## src/rtl/cascade_baud_gen.sv

```systemverilog
module cascade_baud_gen #(
  parameter int CW      = 8,
  parameter int BIT_DIV = 16,
  parameter int PSW     = 2
) (
  input  logic          clk,
  input  logic          rst,
  input  logic [PSW-1:0] psel,
  input  logic [CW-1:0] t0_a,
  input  logic [CW-1:0] t0_b,
  input  logic [CW-1:0] t1_a,
  input  logic [CW-1:0] t1_b,
  output logic          base_clk,
  output logic          base_rise,
  output logic          bit_tick
);
  localparam int PDW = (1 << PSW) - 1;
  localparam int TW  = $clog2(BIT_DIV);

  logic [PDW-1:0] pre_cnt;
  logic [PDW-1:0] pre_mask;
  logic           pre_en;
  logic [CW-1:0]  c0, c1;
  logic           o0, o1;
  logic           m0a, m0b, m1a, m1b;
  logic           base_q;
  logic [TW-1:0]  tick_cnt;

  assign pre_mask = PDW'((1 << psel) - 1);
  assign pre_en   = (pre_cnt & pre_mask) == pre_mask;

  always_ff @(posedge clk) begin
    if (rst) pre_cnt <= '0;
    else     pre_cnt <= pre_cnt + 1'b1;
  end

  assign m0a = pre_en && (c0 == t0_a);
  assign m0b = pre_en && (c0 == t0_b);

  always_ff @(posedge clk) begin
    if (rst) begin
      c0 <= '0;
      o0 <= 1'b0;
    end else if (pre_en) begin
      c0 <= m0a ? '0 : c0 + 1'b1;
      if (m0a)      o0 <= 1'b0;
      else if (m0b) o0 <= 1'b1;
    end
  end

  assign m1a = m0a && (c1 == t1_a);
  assign m1b = m0a && (c1 == t1_b);

  always_ff @(posedge clk) begin
    if (rst) begin
      c1 <= '0;
      o1 <= 1'b0;
    end else if (m0a) begin
      c1 <= m1a ? '0 : c1 + 1'b1;
      if (m1a)      o1 <= 1'b0;
      else if (m1b) o1 <= 1'b1;
    end
  end

  assign base_clk  = o0 & o1;
  assign base_rise = base_clk & ~base_q;
  assign bit_tick  = base_rise && (tick_cnt == TW'(BIT_DIV - 1));

  always_ff @(posedge clk) begin
    if (rst) begin
      base_q   <= 1'b0;
      tick_cnt <= '0;
    end else begin
      base_q <= base_clk;
      if (base_rise)
        tick_cnt <= bit_tick ? '0 : tick_cnt + 1'b1;
    end
  end
endmodule

```

## config.mk

```make
export PLATFORM = sky130hd
export DESIGN_NAME = cascade_baud_gen
export DESIGN_NICKNAME = d
export VERILOG_FILES = /design/src/rtl/cascade_baud_gen.sv
export SDC_FILE = /design/constraint.sdc
export NUM_CORES = 1
export LEC_CHECK = 0
export BUFFER_PORTS_ARGS = -buffer_cell sky130_fd_sc_hd__buf_2
export CAP_MARGIN = 20
export CORE_MARGIN = 2
export CORE_UTILIZATION = 52
export DETAILED_ROUTE_END_ITERATION = 6
export GPL_TIMING_DRIVEN = 0
export HOLD_SLACK_MARGIN = 0.02
export PLACE_DENSITY = 0.78
export SETUP_SLACK_MARGIN = 0.05
export SYNTH_ARGS = -nofsm -noshare
export SYNTH_HDL_FRONTEND = slang
export SYNTH_SLANG_ARGS = --single-unit
```

## constraint.sdc

```tcl
create_clock -name clk -period 2.19 [get_ports clk]
set_input_delay 0.438 -clock clk [delete_from_list [all_inputs] [get_ports clk]]
set_output_delay 0.438 -clock clk [all_outputs]
set_load 0.02 [all_outputs]
```

# After elaboration in Yosys (flattened, before gate mapping)
# Cells that the tools add are included.
# word_totals
inputBits,36
reg_bits,26
# classes
addsub,5
shift,1
n_bitwise,4
muxes,7
eq_ne,6
reduce_logical,9
# op_table
op,n
8-bit == test,4
8-bit by 1-bit adder with 8-bit output (second input constant),2
8-bit 2-to-1 mux,2
1-bit logical AND,5
4-bit by 1-bit adder with 4-bit output (second input constant),1
4-bit == test (second input constant),1
1-bit 2-to-1 mux,4
4-bit 2-to-1 mux,1
2-bit AND reduction,2
2-bit nonzero test,2
3-bit by 1-bit adder with 3-bit output (second input constant),1
3-bit bitwise AND,1
3-bit == test,1
1-bit by 2-bit left shift with 3-bit output (first input constant),1
3-bit by 2-bit subtractor with 3-bit output (second input constant),1
1-bit bitwise AND,2
1-bit NOT,1

# Depth between registers and ports, before layout
# logic_depth
ltp_word,8
ltp_mapped,7
ltp_nobuf,5

# Worst setup path before layout
# OpenSTA, ideal clock, no wires.
# synth_timing
path_type,input -> register
start,input t0_a[0]
end,register c1[3]
slack_ns,0.589
n_path_buf,1
stages,6
arrival_ns,1.484
setup_time_ns,0.117
path_cell_list,xnor2_1 nand4_2 nor4_4 buf_6 o21ai_1 a32o_1
# synth_via
elab_chain_cells,4
# synth_lines
element,line,source
from (decl),9,"input logic [CW-1:0] t0_a,"
8-bit == test *,37,assign m0a = pre_en && (c0 == t0_a);
1-bit logical AND *,37,
1-bit logical AND,51,assign m1a = m0a && (c1 == t1_a);
8-bit 2-to-1 mux,59,c1 <= m1a ? '0 : c1 + 1'b1;
to (signal assigned),59,
to (decl),23,"logic [CW-1:0] c0, c1;"
# Mark *: on every way between the ends. The rest lies on a longest branch, timed or not.
# A chain may end at the register's enable or synchronous reset.

# Final worst setup path
# layout_timing
start,register tick_cnt[0]
end,output bit_tick
# layout_via
elab_chain_cells,2
# layout_lines
element,line,source
from (decl),27,logic [TW-1:0] tick_cnt;
from (signal assigned),76,tick_cnt <= bit_tick ? '0 : tick_cnt + 1'b1;
4-bit == test,67,assign bit_tick = base_rise && (tick_cnt == TW'(BIT_DIV - 1));
1-bit logical AND,67,
to (decl),15,output logic bit_tick
# Every way passes these cells.

==> reports/results.md <==
- **Yosys top cell area share** 32.60%
- **Max-Slew Margin vs Limit** 68.52%
- **width of the die** 59.41 um
- **startpoint kind of the worst setup timing path** flop
- **Least-Margin Pin Slew** 0.4722 ns
- **H-Tree Level Count** 1
- **Syn Std Cell Area** 1597 um2
- **first-pass detailed-route iteration total** 4
- **DP Area** 1828 um2
- **Layout Skew** 0.008536 ns
- **final routed wirelength across all metal layers** 3.093 mm
- **dominant cells by area after synthesis** sky130_fd_sc_hd__dfxtp_1 (33%), sky130_fd_sc_hd__xnor2_1 (12%), sky130_fd_sc_hd__xor2_1 (9.3%), sky130_fd_sc_hd__a32o_1 (3.8%), sky130_fd_sc_hd__nor2_1 (3.8%)
- **final antenna-violating net count** 0
- **type of destination of the critical path** output pin
- **count of inserted antenna diode cells** 0
- **Switching Fraction** 24.54%
- **TritonCTS clock tree** done
- **crit path time final** 1.797 ns
- **Total Nets Final** 260
- **die area** 3530 um2
- **combinational group share of total power** 13.3%
- **Max-Cap Viols** 0
- **Synth Net Count** 217
- **1st-iter DRT viols** 48
- **highest ir drop seen on vdd** 0.2382 mV
- **fraction of power consumed by sequential logic** 57.7%
- **wire per inst** 12.27 um
- **gr ovfl total** 0
- **synthesized instance count** 177
- **# setup viols final** 0
- **GRT Util Overall** 18.72%
- **DRC viols** 0
- **global-route wire length before repair** 5.119 mm
- **Seq/Total Area, Yosys** 32.60%
- **Core Area** 2978 um2
- **leakage component of the power** 0.7873 nW
- **I/O pin count** 39
- **critical path data arrival time** 1.36 ns
- **count of final max-slew check failures** 0
- **final weighted congestion in routability-driven placement** 0.8090
- **internal power component** 0.6404 mW
- **ratio of cells with drive above 1 in the final layout** 26.48%
- **post-CTS repair timing setup buffer count** 0
- **number of hold-slack violations in the final timing report** 0
- **clock tree root driver cell** sky130_fd_sc_hd__clkbuf_4
- **Worst-path clk slew** 0.14 ns
- **hold bufs inserted after CTS** 0
- **highest achievable clock rate** 0.5564 GHz
- **post-route setup TNS** 0 ns
- **vias in the first global route** 1,164
- **Post-synth top flop** sky130_fd_sc_hd__dfxtp_1
- **DP Wirelength** 2.391 mm
- **highest net fanout along the worst path** 5
- **library cells used by synthesis** 36
- **Synth Register Bits** 26
- **post-detailed-route via-to-cell ratio** 5.413
- **Starting Density** 53.61%
- **Vias** 1,364
- **final clock period utilization by the worst path** 82.06%
- **Synth area leader** sky130_fd_sc_hd__dfxtp_1
- **pin count of the biggest net entering global routing** 15
- **worst min-delay path category** input port to flop
- **data required time at the worst endpoint** 1.75 ns
- **final core utilization** 62.61%
- **number of filler instances in the final layout** 279
- **Net Sw Power** 0.2083 mW
- **initial antenna violation count** 0
- **unrepaired setup endpoints after global routing** no
- **clk_lat worst skew** 0.33 ns
- **Site Rows** 20
- **share of flip-flops with an asynchronous set or reset after synthesis** 0%
- **Crit Path Category** flop to output pin
- **status** complete, no violations
- **clock network fraction of design power** 29.1%
- **layout overhead on the synthesized area** 16.77%
- **quantity of I/O buffers inserted on ports** 38
- **Post-Synthesis Mean Instance Area** 9.020 um2
- **Post-CTS Resized** 0
- **Inserted Clock Buffers** 3
- **number of synthesized flops with an enable pin** 0
- **post-route standard cell area excluding fillers** 1864 um2
- **pwr dens** 455.2 nW/um2
- **number of buffers on the longest clock path** 2
- **clock sink count** 26
- **Ys Warns** 0
- **die height** 59.41 um
-- per-layer routing --
metal / share of wire [%] / vias up / global-route usage [%]
li1: - / 706 / -
met1: 50 / 618 / 26.17
met2: 45 / 35 / 29.98
met3: 4.8 / 5 / 2.838
met4: 0.94 / 0 / 4.870
met5: 0 / - / 0
-- state kept, by name, indices dropped and copies added (netlist names) --
signal	cells
c0	8
c1	8
tick_cnt	4
pre_cnt	3
base_q	1
o0	1
o1	1
-- synth_stat cells (2+ instances only) --
master                      n
sky130_fd_sc_hd__a21oi_1    7
sky130_fd_sc_hd__nand2b_1   2
sky130_fd_sc_hd__dfxtp_1   26
sky130_fd_sc_hd__nor3_1     2
sky130_fd_sc_hd__ha_1       4
sky130_fd_sc_hd__or3_1      2
sky130_fd_sc_hd__nor3b_1    6
sky130_fd_sc_hd__a32o_1     6
sky130_fd_sc_hd__clkbuf_1   2
sky130_fd_sc_hd__nor2b_1    3
sky130_fd_sc_hd__nand4_1    5
sky130_fd_sc_hd__buf_6      2
sky130_fd_sc_hd__nor4_1     6
sky130_fd_sc_hd__a21boi_2   2
sky130_fd_sc_hd__nand3b_1   3
sky130_fd_sc_hd__o21ai_0    4
sky130_fd_sc_hd__buf_2      3
sky130_fd_sc_hd__nor2_1    16
sky130_fd_sc_hd__or2_2      2
sky130_fd_sc_hd__inv_1      2
sky130_fd_sc_hd__o21ai_1    5
sky130_fd_sc_hd__nor4b_1    2
sky130_fd_sc_hd__nand2_1    9
sky130_fd_sc_hd__a31oi_1    2
sky130_fd_sc_hd__xnor2_2    2
sky130_fd_sc_hd__xnor2_1   21
sky130_fd_sc_hd__xor2_1    17
sky130_fd_sc_hd__nand3_1    2
sky130_fd_sc_hd__and3_1     5
-- power groups by stage --
stage,clock network (mW),registers [mW],logic [mW]
3_5_place_dp,0,0.500,0.113
4_1_cts,0.250,0.489,0.114
6_report,0.247,0.489,0.113
3_3_place_gp,0,0.500,0.112
2_1_floorplan,0,0.498,0.0651
5_1_grt,0.275,0.491,0.123
-- layout make-up --
| cell class | instances | area, um2 | share of cell area (%) |
|---|---|---|---|
| multi-input cells | 141 | 1018 | 54.63 |
| clock buffers | 4 | 36.28 | 1.946 |
| inverters | 2 | 7.507 | 0.4027 |
| flip-flops and latches | 26 | 520.5 | 27.92 |
| well taps | 33 | 41.29 | 2.215 |
| repair buffers | 38 | 190.2 | 10.20 |
| plain buffers | 8 | 50.05 | 2.685 |
-- cells by family (layout without fill, tap and decap cells) --
| family | Yosys count | in the layout | synth area share, % |
|---|---|---|---|
| XOR/XNOR | 40 | 40 | 22.88 |
| buffers and inverters | 10 | 52 | 3.605 |
| AO/OA/AOI/OAI | 28 | 28 | 12.23 |
| adder cells (fa/ha/maj) | 4 | 4 | 3.135 |
| flip-flops | 26 | 26 | 32.60 |
| AND/OR/NAND/NOR | 69 | 69 | 25.55 |
-- worst max-delay path, cell delays in order (launching register included) --
cell	delay [ns]
sky130_fd_sc_hd__dfxtp_1	0.41
sky130_fd_sc_hd__ha_1	0.21
sky130_fd_sc_hd__nand3_1	0.11
sky130_fd_sc_hd__nor3_1	0.13
sky130_fd_sc_hd__buf_2	0.18
-- stage by stage --
step	total power, mW	worst slack, ns	hold WS (ns)	instances
after floorplan	0.5629	0.5886	0.4371	177
after global placement	0.6112	0.3136	0.4689	248
after detailed placement	0.6128	0.3108	0.4646	248
after CTS	0.8528	0.3921	0.4930	252
after global routing	0.8897	0.2190	0.5103	252
final	0.8487	0.3929	0.4956	252
-- cell usage in the layout, fill, tap and decap left out, types with 3 or more instances in the layout --
master and n:
sky130_fd_sc_hd__a21oi_1 7, sky130_fd_sc_hd__xor2_1 17, sky130_fd_sc_hd__clkbuf_4 3, sky130_fd_sc_hd__a32o_1 6, sky130_fd_sc_hd__nand4_1 5, sky130_fd_sc_hd__nand3b_1 3, sky130_fd_sc_hd__nor3b_1 6, sky130_fd_sc_hd__dfxtp_1 26
sky130_fd_sc_hd__nor2b_1 3, sky130_fd_sc_hd__buf_2 41, sky130_fd_sc_hd__o21ai_0 4, sky130_fd_sc_hd__o21ai_1 5, sky130_fd_sc_hd__ha_1 4, sky130_fd_sc_hd__xnor2_1 21, sky130_fd_sc_hd__and3_1 5, sky130_fd_sc_hd__nand2_1 9
sky130_fd_sc_hd__nor2_1 16, sky130_fd_sc_hd__nor4_1 6
-- final timing paths --
path	start	end	slack, ns	cells past startpoint
worst max-delay path	tick_cnt[0]	bit_tick	0.39	4
worst max register to register	c0[0]	c1[4]	0.42	6
worst min-delay path	rst	c1[7]	0.50	3
worst min register to register	o0	o0	0.50	2
(Power assumes the default switching activity.)
